## config.mk

```make
export PLATFORM = sky130hd
export DESIGN_NAME = line_readout_seq
export DESIGN_NICKNAME = d
export VERILOG_FILES = /design/src/rtl/lsq_pkg.sv /design/src/rtl/lsq_addr_gen.sv /design/src/rtl/lsq_bin_avg.sv /design/src/rtl/line_readout_seq.sv
export SDC_FILE = /design/constraint.sdc
export NUM_CORES = 1
export LEC_CHECK = 0
export ABC_AREA = 0
export BUFFER_PORTS_ARGS = -buffer_cell sky130_fd_sc_hd__buf_4
export CAP_MARGIN = 15
export CORE_UTILIZATION = 53
export CTS_CLUSTER_DIAMETER = 40
export DETAILED_ROUTE_END_ITERATION = 8
export PLACE_DENSITY = 0.77
export SETUP_SLACK_MARGIN = 0.1
export SLEW_MARGIN = 20
export SYNTH_ARGS = -nofsm -noshare
export SYNTH_HDL_FRONTEND = slang
export SYNTH_SLANG_ARGS = --single-unit
```

## constraint.sdc

```tcl
create_clock -name clk -period 2.8 [get_ports clk]
set_clock_uncertainty 0.15 [all_clocks]
set_input_delay 0.56 -clock clk [delete_from_list [all_inputs] [get_ports clk]]
set_output_delay 0.56 -clock clk [all_outputs]
set_load 0.03 [all_outputs]
```

## src/rtl/lsq_pkg.sv

```systemverilog
package lsq_pkg;

    typedef enum logic [2:0] {
        ST_IDLE,
        ST_SCAN,
        ST_DRAIN,
        ST_FLUSH,
        ST_DONE
    } seq_state_t;

    localparam logic [1:0] BIN_X1 = 2'd0;
    localparam logic [1:0] BIN_X2 = 2'd1;
    localparam logic [1:0] BIN_X4 = 2'd2;

    // two-pixel grouping needs the differential output path
    function automatic logic cfg_legal(input logic [1:0] code, input logic diff);
        return (code == BIN_X1) || (code == BIN_X4) || ((code == BIN_X2) && diff);
    endfunction

    function automatic logic [1:0] bin_shift(input logic [1:0] code);
        return (code == BIN_X4) ? 2'd2 : ((code == BIN_X2) ? 2'd1 : 2'd0);
    endfunction

endpackage

```

## src/rtl/lsq_addr_gen.sv

```systemverilog
module lsq_addr_gen #(
    parameter int NUM_PIX = 1024,
    parameter int IDX_W   = $clog2(NUM_PIX)
) (
    input  logic             clk,
    input  logic             rst_n,
    input  logic             load,
    input  logic             step,
    input  logic             rev,
    input  logic             roi,
    output logic [IDX_W-1:0] idx,
    output logic             at_end
);

    localparam int WIN_LO  = NUM_PIX / 4;
    localparam int WIN_HI  = (3 * NUM_PIX) / 4 - 1;
    localparam int FULL_HI = NUM_PIX - 1;

    logic [IDX_W-1:0] first_w;
    logic [IDX_W-1:0] last_w;
    logic [IDX_W-1:0] cur_q;
    logic [IDX_W-1:0] end_q;
    logic             rev_q;

    always_comb begin
        if (roi) begin
            first_w = rev ? IDX_W'(WIN_HI) : IDX_W'(WIN_LO);
            last_w  = rev ? IDX_W'(WIN_LO) : IDX_W'(WIN_HI);
        end else begin
            first_w = rev ? IDX_W'(FULL_HI) : '0;
            last_w  = rev ? '0 : IDX_W'(FULL_HI);
        end
    end

    always_ff @(posedge clk or negedge rst_n) begin
        if (!rst_n) begin
            cur_q <= '0;
            end_q <= '0;
            rev_q <= 1'b0;
        end else if (load) begin
            cur_q <= first_w;
            end_q <= last_w;
            rev_q <= rev;
        end else if (step) begin
            cur_q <= rev_q ? cur_q - 1'b1 : cur_q + 1'b1;
        end
    end

    assign idx    = cur_q;
    assign at_end = (cur_q == end_q);

endmodule

```

## src/rtl/lsq_bin_avg.sv

```systemverilog
module lsq_bin_avg #(
    parameter int SAMPLE_W = 12
) (
    input  logic                clk,
    input  logic                rst_n,
    input  logic                clear,
    input  logic [1:0]          shift,
    input  logic                in_valid,
    input  logic [SAMPLE_W-1:0] in_data,
    output logic                out_valid,
    output logic [SAMPLE_W-1:0] out_data
);

    localparam int SUM_W = SAMPLE_W + 2;

    logic [SUM_W-1:0] sum_q;
    logic [SUM_W-1:0] sum_nx;
    logic [1:0]       cnt_q;
    logic             grp_last;

    assign sum_nx = sum_q + SUM_W'(in_data);

    always_comb begin
        unique case (shift)
            2'd0:    grp_last = 1'b1;
            2'd1:    grp_last = cnt_q[0];
            default: grp_last = (cnt_q == 2'd3);
        endcase
    end

    always_ff @(posedge clk or negedge rst_n) begin
        if (!rst_n) begin
            sum_q     <= '0;
            cnt_q     <= '0;
            out_valid <= 1'b0;
            out_data  <= '0;
        end else begin
            out_valid <= 1'b0;
            if (clear) begin
                sum_q <= '0;
                cnt_q <= '0;
            end else if (in_valid) begin
                if (grp_last) begin
                    out_data  <= SAMPLE_W'(sum_nx >> shift);
                    out_valid <= 1'b1;
                    sum_q     <= '0;
                    cnt_q     <= '0;
                end else begin
                    sum_q <= sum_nx;
                    cnt_q <= cnt_q + 1'b1;
                end
            end
        end
    end

endmodule

```

## src/rtl/line_readout_seq.sv

```systemverilog
module line_readout_seq
    import lsq_pkg::*;
#(
    parameter int NUM_PIX  = 1024,
    parameter int SAMPLE_W = 12
) (
    input  logic                       clk,
    input  logic                       rst_n,
    input  logic                       start,
    input  logic                       dir_rev,
    input  logic                       roi_en,
    input  logic [1:0]                 bin_sel,
    input  logic                       diff_mode,
    input  logic                       smp_valid,
    input  logic [SAMPLE_W-1:0]        smp_data,
    output logic                       pix_req_valid,
    output logic [$clog2(NUM_PIX)-1:0] pix_idx,
    output logic                       out_valid,
    output logic [SAMPLE_W-1:0]        out_data,
    output logic                       line_done,
    output logic                       busy,
    output logic                       cfg_err
);

    localparam int IDX_W = $clog2(NUM_PIX);
    localparam int CNT_W = $clog2(NUM_PIX + 1);

    seq_state_t state_q, state_d;

    logic             start_ok, start_bad;
    logic             cfg_roi_q;
    logic [1:0]       cfg_shift_q;
    logic             at_end;
    logic             rx_take, rx_last;
    logic [CNT_W-1:0] rx_cnt_q;
    logic [CNT_W-1:0] rx_total;

    assign start_ok  = start && (state_q == ST_IDLE) && cfg_legal(bin_sel, diff_mode);
    assign start_bad = start && (state_q == ST_IDLE) && !cfg_legal(bin_sel, diff_mode);

    assign rx_take  = smp_valid && ((state_q == ST_SCAN) || (state_q == ST_DRAIN));
    assign rx_total = cfg_roi_q ? CNT_W'(NUM_PIX / 2) : CNT_W'(NUM_PIX);
    assign rx_last  = rx_take && (rx_cnt_q == rx_total - CNT_W'(1));

    // state register
    always_ff @(posedge clk or negedge rst_n) begin
        if (!rst_n) begin
            state_q <= ST_IDLE;
        end else begin
            state_q <= state_d;
        end
    end

    // next state
    always_comb begin
        state_d = state_q;
        unique case (state_q)
            ST_IDLE:  if (start_ok) state_d = ST_SCAN;
            ST_SCAN: begin
                if (rx_last)     state_d = ST_FLUSH;
                else if (at_end) state_d = ST_DRAIN;
            end
            ST_DRAIN: if (rx_last) state_d = ST_FLUSH;
            ST_FLUSH: state_d = ST_DONE;
            ST_DONE:  state_d = ST_IDLE;
            default:  state_d = ST_IDLE;
        endcase
    end

    // outputs decoded from state
    always_comb begin
        pix_req_valid = (state_q == ST_SCAN);
        line_done     = (state_q == ST_DONE);
        busy          = (state_q != ST_IDLE);
    end

    // captured configuration, sample count and error flag
    always_ff @(posedge clk or negedge rst_n) begin
        if (!rst_n) begin
            cfg_roi_q   <= 1'b0;
            cfg_shift_q <= 2'd0;
            rx_cnt_q    <= '0;
            cfg_err     <= 1'b0;
        end else begin
            if (start_ok) begin
                cfg_roi_q   <= roi_en;
                cfg_shift_q <= bin_shift(bin_sel);
                rx_cnt_q    <= '0;
                cfg_err     <= 1'b0;
            end else begin
                if (start_bad) cfg_err <= 1'b1;
                if (rx_take)   rx_cnt_q <= rx_cnt_q + 1'b1;
            end
        end
    end

    lsq_addr_gen #(
        .NUM_PIX (NUM_PIX),
        .IDX_W   (IDX_W)
    ) u_addr (
        .clk    (clk),
        .rst_n  (rst_n),
        .load   (start_ok),
        .step   (state_q == ST_SCAN),
        .rev    (dir_rev),
        .roi    (roi_en),
        .idx    (pix_idx),
        .at_end (at_end)
    );

    lsq_bin_avg #(
        .SAMPLE_W (SAMPLE_W)
    ) u_avg (
        .clk       (clk),
        .rst_n     (rst_n),
        .clear     (start_ok),
        .shift     (cfg_shift_q),
        .in_valid  (rx_take),
        .in_data   (smp_data),
        .out_valid (out_valid),
        .out_data  (out_data)
    );

endmodule

```

After elaboration in Yosys (flattened, before gate mapping)
Cells that the tools add are included.
Storage, ports and cells
  register bits after elaboration: 68
Operators by class
  muxes and demuxes: 31
  $add $sub $neg: 6
  bitwise operators: 1
  reductions and logical operators: 19
  equality and inequality tests: 13
  shift operators: 1
Operator list (count)
  $mux 10: 9
  $mux 14: 3
  $mux 11: 3
  $add 14x12->14: 1
  $shr 14x2->12: 1
  $mux 3: 4
  $pmux 3 s4: 1
  $add 11x1->11 const B: 1
  $eq 11x11->1: 1
  $sub 11x1->11 const B: 1
  $add 10x1->10 const B: 1
  $eq 10x10->1: 1
  $sub 10x1->10 const B: 1
  $mux 2: 4
  $eq 3x2->1 const B: 2
  $logic_and 1x1->1: 6
  $mux 1: 6
  $reduce_and 3->1: 2
  $reduce_bool 2->1: 3
  $eq 2x1->1 const B: 2
  $eq 2x2->1 const B: 2
  $logic_not 2->1: 2
  $ne 2x2->1 const B: 2
  $eq 3x1->1 const B: 1
  other kinds (9): 11

Longest topological paths before layout
Gate-level depths: netlist of run 1.
  depth in word-level cells: 7
  gate-level depth with buffers: 10
  depth with buffers taken out: 10

Modules after synthesis
Synthesis of run 1 repeated with hierarchy kept, for this count alone.
Second synthesis, totals
  cells, all modules: 448
  area total of the unflattened synthesis: 4058.9 um^2
By module, submodules not included
  lsq_bin_avg: times used 1, cells each 234, seq. area each 725.7 um^2, area each 2067.0 um^2
  lsq_addr_gen: times used 1, cells each 118, seq. area each 325.3 um^2, area each 1033.5 um^2
  line_readout_seq: times used 1, cells each 96, seq. area each 450.4 um^2, area each 958.4 um^2

Worst setup path before layout of run 1
OpenSTA, ideal clock, no wires.
  path type: input to register
  from: input smp_data[0]
  to: register u_avg.out_data[9]
  cell stages on the path: 10
  data arrival time: 2.722 ns
  library setup time: 0.125 ns
  path buffers: 0
  path slack: -0.197 ns
  path through: ha_1 inv_1 fa_1 nand2b_1 a21oi_2 o211ai_1 a21oi_1 xnor2_1 mux4_1 mux2_2
Between the ends
  word-level cells in the longest chain between the ends: 2
Ends and longest elaborated chain
  from (decl): RTL line line_readout_seq.sv:15  | input logic [SAMPLE_W-1:0] smp_data,
  $add 14x12->14: RTL line lsq_bin_avg.sv:21  | assign sum_nx = sum_q + SUM_W'(in_data);
  $shr 14x2->12: RTL line lsq_bin_avg.sv:44  | out_data <= SAMPLE_W'(sum_nx >> shift);
  to (signal assigned): RTL line lsq_bin_avg.sv:44
  to (decl): RTL line lsq_bin_avg.sv:11  | output logic [SAMPLE_W-1:0] out_data
Every way passes these cells.
A chain may end at the register's enable or synchronous reset.

Worst setup path after layout of run 1
  from: register u_avg.sum_q[0]
  to: register u_avg.out_data[9]
Between the ends
  word-level cells in the longest chain between the ends: 2
Ends and longest elaborated chain
  from (decl): RTL line lsq_bin_avg.sv:16  | logic [SUM_W-1:0] sum_q;
  from (signal assigned): RTL line lsq_bin_avg.sv:49  | sum_q <= sum_nx;
  $add 14x12->14: RTL line lsq_bin_avg.sv:21
  $shr 14x2->12: RTL line lsq_bin_avg.sv:44
Every way passes these cells.

==> impl_metrics.json, run 1 <==
{
  "critical_path_class": "reg2reg",
  "final_cell_mix": "83 x buf_4, 59 x dfrtp_1, 46 x nand2_1",
  "pwr-share-clk": 0.148,
  "wl_um": 9620,
  "final.period_utilization": 0.977,
  "detailed_place_hpwl_um": 6540,
  "die_y_um": 86.7,
  "ff2ff_setup_slack_ns": 0.06,
  "vdd_drop_max_v": 0.000773,
  "cp_num_cells": 10,
  "finalNetCount": 549,
  "maxSlewViolCount": 0,
  "power_frac_seq": 0.260,
  "p_int_uw": 3250,
  "yosysUniqueCellTypes": 59,
  "min_path_type": "in2async",
  "htreeDepth": 3,
  "timing.rr.end": "u_avg.out_data[9]$_DFFE_PN0P_",
  "rsz0062_at_grt": "yes",
  "area_growth_pct": 26.5,
  "max_freq_ghz": 0.365,
  "antenna_found_initial": 0,
  "ys_async_sr_fraction": 1.00,
  "clkSinkCount": 60,
  "wl_per_cell_um": 16.0,
  "cts_buffer_depth": 2,
  "grtUsageTotal": 0.267,
  "grt_pass1_wl_um": 15500,
  "cts_root_buf": "clkbuf_8",
  "p_per_area_nw_per_um2": 1250,
  "hold_viol": 0,
  "holdBufCountCts": 0,
  "port_buffers": 47,
  "antenna_cells": 0,
  "status": "complete, no violations",
  "coreArea_sq_um": 6870,
  "finish.utilization": 0.701,
  "clk_pin_slew_ns": 0.08,
  "dieWidth_um": 86.7,
  "crit-reg2reg-launch": "u_avg.sum_q[0]$_DFFE_PN0P_",
  "drv_cap": 0,
  "grt_max_degree": 61,
  "rows": 30,
  "startpoint": "u_avg.sum_q[0]$_DFFE_PN0P_",
  "layout-drive-gt1-share": 0.256,
  "cp_slowest_stage_delay_ns": 0.46,
  "initial_core_util": 0.554,
  "ys_seq_elements": 60,
  "min_period_ns": 2.74,
  "ys.warnings.count": 0,
  "syn-instance-count": 423,
  "cp_data_arrival_time_ns": 2.82,
  "slew-limit-headroom": 0.491,
  "clock_latency_ns": 0.35,
  "power.share.switching": 0.460,
  "die_area_sq_um": 7520,
  "drc": 0,
  "worst-path-max-fanout": 3,
  "n_fill_cell": 544,
  "synth_flop_cell": "dfrtp_1",
  "slowest_stage": "mux4_2",
  "cp_top_family": "multiplexers",
  "synth-seq-area-share": 0.395,
  "final_common_cell": "buf_4",
  "worstSetupStartpointType": "flop",
  "worst-path-buf-inv": 1,
  "cp-endpoint": "u_avg.out_data[9]$_DFFE_PN0P_",
  "holdWs_ns": 0.126,
  "synthesis.nets": 470,
  "io_pins": 48,
  "power.share.combinational": 0.592,
  "avgSynthCellArea_sq_um": 8.99,
  "setup-violations-final": 0,
  "cts_buffers": 9,
  "ant_nets": 0,
  "cp_cell_sequence": "ha_4 > inv_2 > fa_2 > nand2b_4 > a21oi_4 > o211ai_1 > a21oi_2 > xnor2_2 > mux4_2 > mux2_4",
  "p_leak_uw": 0.00221,
  "syn_area_sq_um": 3800,
  "grt_pass1_vias": 3410,
  "via_per_inst": 5.79,
  "fin_tns_setup_ns": 0,
  "num_vias": 3493,
  "cp_data_required_time_ns": 2.89,
  "worst_pin_slew_ns": 0.764,
  "rr_worst_depth": 10,
  "drt_iter0_drc": 201,
  "cp-end-kind": "flop",
  "switching_power_uw": 2770,
  "place_congestion": 0.898,
  "first_pass_iters": 4,
  "grt_remaining_overflow": 0,
  "cts_tree": "yes",
  "synth_edf_count": 0
}
-- synthesized netlist by cell type, drive strengths merged, types with 3 or more instances --
master | n | area share
a21o | 7 | 0.014
a21oi | 34 | 0.047
nand2 | 47 | 0.047
a31oi | 4 | 0.0066
nand2b | 5 | 0.0082
nand3 | 9 | 0.012
nor2b | 3 | 0.0049
o21bai | 3 | 0.0059
ha | 24 | 0.079
or3 | 5 | 0.0082
nand4 | 6 | 0.0099
nor3b | 3 | 0.0059
a22o | 9 | 0.021
o211ai | 4 | 0.0079
o21ai | 42 | 0.055
inv | 17 | 0.017
o311ai | 3 | 0.0069
dfrtp | 60 | 0.39
o22ai | 3 | 0.0049
nor2 | 39 | 0.038
nor3 | 10 | 0.013
clkbuf | 12 | 0.014
a211oi | 8 | 0.016
xnor2 | 11 | 0.025
mux2i | 4 | 0.011
xor2 | 13 | 0.030
buf | 3 | 0.0043
-- layout make-up --
cell class	instances	area, sq um	share of cell area
Tap cell	96	120	0.0250
Sequential cell	60	1500	0.312
Multi-Input combinational cell	330	2280	0.473
Clock inverter	7	98.8	0.0205
Timing Repair Buffer	83	623	0.129
Inverter	18	67.6	0.0140
Clock buffer	9	124	0.0257
-- what timing repair did --
action | 4_1_cts | 5_1_grt
pin swaps | 8 | 4
setup endpoints to repair | 2 | 8
buffers inserted | 6 | 2
gates resized for setup | 7 | 8
-- routing by layer --
layer  vias up  wire length [um]  global-route usage
met3        16               579              0.0505
met5         -                 0                   0
met2       103              4580               0.434
met1      1682              4290               0.355
met4         0               165              0.0985
li1       1692                 -                   -
-- state kept, by name, summed over array words and instances, names as in the netlist --
register,flops
u_addr.end_q,2
u_addr.rev_q,1
cfg_err,1
u_avg.out_data,12
u_addr.idx,10
u_avg.cnt_q,2
u_avg.out_valid,1
cfg_roi_q,1
cfg_shift_q,2
rx_cnt_q,11
state_q,3
u_avg.sum_q,14
-- metrics by stage --
stage | setup slack, ns | cells | area, sq um | power [uW]
floorplan | -0.0139 | 423 | 3840 | 3840
global placement | -0.201 | 579 | 4460 | 4770
detailed placement | -0.278 | 579 | 4460 | 4900
CTS | 0.0963 | 601 | 4760 | 5900
global route | -0.0381 | 603 | 4810 | 6460
finish | 0.0638 | 603 | 4810 | 6020
-- power by group through the flow --
stage,Combinational (uW),Clock (uW),Sequential [uW]
3_3_place_gp,3230,0,1540
5_1_grt,3910,939,1610
2_1_floorplan,2080,0,1770
4_1_cts,3460,900,1550
3_5_place_dp,3340,0,1560
6_report,3570,892,1560
-- kinds of logic after synthesis --
group	after synthesis	share of synthesized area
AOI/OAI and AO/OA	134	0.224
adders and majority gates	26	0.0895
xor gates and xnor gates	24	0.0553
muxes	8	0.0303
buffers and inverters	33	0.0365
and+or+nand+nor	138	0.169
DFF	60	0.395
-- worst min-delay path by stage --
| stage | end | slack (ns) | cells after the start |
|---|---|---|---|
| floorplan | cfg_err$_DFFE_PN0P_ | 0.11 | 0 |
| finish | u_avg.sum_q[5]$_DFFE_PN0P_ | 0.13 | 1 |
| global route | rx_cnt_q[4]$_DFFE_PN0P_ | 0.20 | 1 |
| global placement | u_avg.sum_q[13]$_DFFE_PN0P_ | 0.29 | 1 |
| CTS | cfg_roi_q$_DFFE_PN0P_ | 0.16 | 1 |
| detailed placement | u_avg.sum_q[13]$_DFFE_PN0P_ | 0.29 | 1 |
Note: power is estimated with default switching activity, not from simulation.
==> inputs of run 2 (changes only) <==
--- a/config.mk
+++ b/config.mk
@@ -6,12 +6,12 @@
 export NUM_CORES = 1
 export LEC_CHECK = 0
 export ABC_AREA = 0
-export BUFFER_PORTS_ARGS = -buffer_cell sky130_fd_sc_hd__buf_4
 export CAP_MARGIN = 15
-export CORE_UTILIZATION = 53
+export CORE_UTILIZATION = 58
 export CTS_CLUSTER_DIAMETER = 40
 export DETAILED_ROUTE_END_ITERATION = 8
-export PLACE_DENSITY = 0.77
+export DONT_BUFFER_PORTS = 1
+export PLACE_DENSITY = 0.76
 export SETUP_SLACK_MARGIN = 0.1
 export SLEW_MARGIN = 20
 export SYNTH_ARGS = -nofsm -noshare
==> impl_metrics.json, run 2 (same netlist as run 1, synthesis figures left out) <==
{
  "status": "complete, no violations",
  "p_leak_uw": 0.00196,
  "place_congestion": 0.882,
  "worst_slack_ns": 0.0768,
  "hold_viol": 0,
  "cp-end-kind": "flop",
  "antenna_found_initial": 0,
  "port_buffers": 0,
  "grt_pass1_wl_um": 15100,
  "num_vias": 3296,
  "coreArea_sq_um": 6350,
  "top_regs": "u_avg.sum_q: 14 flops, u_avg.out_data: 12 flops, rx_cnt_q: 11 flops",
  "min_path_type": "in2reg",
  "finalNetCount": 504,
  "grt_max_degree": 61,
  "clock_latency_ns": 0.33,
  "worst-path-max-fanout": 4,
  "slew-limit-headroom": 0.504,
  "clkSinkCount": 60,
  "rsz0062_at_grt": "yes",
  "p_per_area_nw_per_um2": 1240,
  "min_period_ns": 2.72,
  "area_growth_pct": 15.0,
  "max_freq_ghz": 0.367,
  "dieWidth_um": 83.0,
  "final.period_utilization": 0.973,
  "grtUsageTotal": 0.273,
  "startpoint": "u_avg.sum_q[0]$_DFFE_PN0P_",
  "vdd_drop_max_v": 0.000804,
  "slowest_stage": "mux4_2",
  "wl_um": 8790,
  "drc": 0,
  "die_area_sq_um": 6890,
  "n_fill_cell": 502,
  "cp_slowest_stage_delay_ns": 0.45,
  "worst_pin_slew_ns": 0.742,
  "setup-violations-final": 0,
  "placedCellCount": 514,
  "cts_tree": "yes",
  "layoutNonFillerInstCount": 538,
  "power_uw": 5430,
  "grt_pass1_vias": 3154,
  "fin_tns_setup_ns": 0,
  "cp_data_required_time_ns": 2.87,
  "cts_buffer_depth": 2,
  "register_area_sq_um": 1500,
  "initial_core_util": 0.599,
  "grt_remaining_overflow": 0,
  "final_common_cell": "dfrtp_1",
  "regMostFlops": "u_avg.sum_q",
  "cts_buffers": 9,
  "ant_nets": 0,
  "final_cell_mix": "60 x dfrtp_1, 46 x nand2_1, 38 x o21ai_0",
  "pre_cts_ws_ns": -0.128,
  "maxSlewViolCount": 0,
  "crit-reg2reg-launch": "u_avg.sum_q[0]$_DFFE_PN0P_",
  "cp_data_arrival_time_ns": 2.79,
  "first_pass_iters": 5,
  "detailed_place_hpwl_um": 6170,
  "cts_root_buf": "clkbuf_8",
  "cp_cell_sequence": "ha_4 > inv_2 > fa_2 > nand2b_4 > a21oi_4 > o211ai_1 > a21oi_2 > xnor2_2 > mux4_2 > mux2_4",
  "multi_input_area_sq_um": 2250,
  "htreeDepth": 3,
  "antenna_cells": 0,
  "wl_per_cell_um": 16.3,
  "worstSetupStartpointType": "flop",
  "clk_pin_slew_ns": 0.07,
  "hp-start": "dir_rev",
  "drv_cap": 0,
  "via_per_inst": 6.13,
  "rows": 29,
  "critical_path_class": "reg2reg",
  "largest_reg_flops": 14,
  "layout-drive-gt1-share": 0.165,
  "drt_iter0_drc": 247,
  "die_y_um": 83.0,
  "io_pins": 48
}
-- run 2: changes by cell type in the layout (fill, tap and decap cells not counted), moves of 2 or more --
cell       previous run  this run
buf_4                83        36
clkbuf_1              0         3
a2111oi_1             0         2
bufinv_16             2         0
clkinv_2              1         3
inv_6                 2         0
o21ai_0              40        38
o21ai_1               1         3
-- run 2: repair_timing --
item / 4_1_cts / 5_1_grt
buffers inserted: 6 / 2
gates cloned: 0 / 0
endpoints found under the hold margin: 60 / 0
pin swaps: 6 / 0
resized for setup: 5 / 8
setup endpoints to repair: 3 / 7
hold buffers: 2 / 0
-- run 2: power breakdown --
part           switching (uW)  leakage [uW]  internal (uW)  total [uW]
combinational            1690       0.00112           1330        3020
sequential                579      0.000764           1190        1770
clock                     327     0.0000800            312         640
total                    2590       0.00196           2830        5430
-- run 2: path summary, 6_finish.rpt --
path,depth (start not counted),slack [ns],to
setup reg to reg,10,0.08,u_avg.out_data[9]$_DFFE_PN0P_
min in group asynchronous,2,0.62,rx_cnt_q[8]$_DFFE_PN0P_
setup / recovery,10,0.08,u_avg.out_data[9]$_DFFE_PN0P_
hold reg to reg,1,0.30,u_avg.sum_q[13]$_DFFE_PN0P_
max in group asynchronous,2,1.63,u_avg.sum_q[9]$_DFFE_PN0P_
hold / removal,2,0.21,u_addr.rev_q$_DFFE_PN0P_
-- run 2: stage by stage --
step | area (sq um) | hold WS, ns | utilization
3_3_place_gp | 4090 | 0.116 | 0.644
3_5_place_dp | 4090 | 0.116 | 0.644
6_report | 4370 | 0.207 | 0.689
5_1_grt | 4370 | 0.226 | 0.689
2_1_floorplan | 3840 | 0.114 | -
4_1_cts | 4340 | 0.207 | 0.684
-- run 2: per-layer routing --
| layer | track usage | part of all wire |
|---|---|---|
| met5 | 0 | 0 |
| met1 | 0.395 | 0.47 |
| met3 | 0.0577 | 0.052 |
| met4 | 0.100 | 0.016 |
| met2 | 0.404 | 0.46 |
-- run 2: final cells by class --
cell class	instances	share of cell area
clock inverter	3	0.00343
timing repair buffer	38	0.0704
inverter	18	0.0155
clock buffer	12	0.0309
multi-input combinational	330	0.514
sequential	60	0.343
tap	77	0.0220
-- run 2: worst max-delay path, delay by kind of cell (launching register included) --
family,cells,cell delay (ns)
AND/OR/NAND/NOR,1,0.17
multiplexers,2,0.72
flip-flops,1,0.39
buffers and inverters,1,0.03
adder cells (fa/ha/maj),2,0.48
AO/OA/AOI/OAI,3,0.57
XOR/XNOR,1,0.10
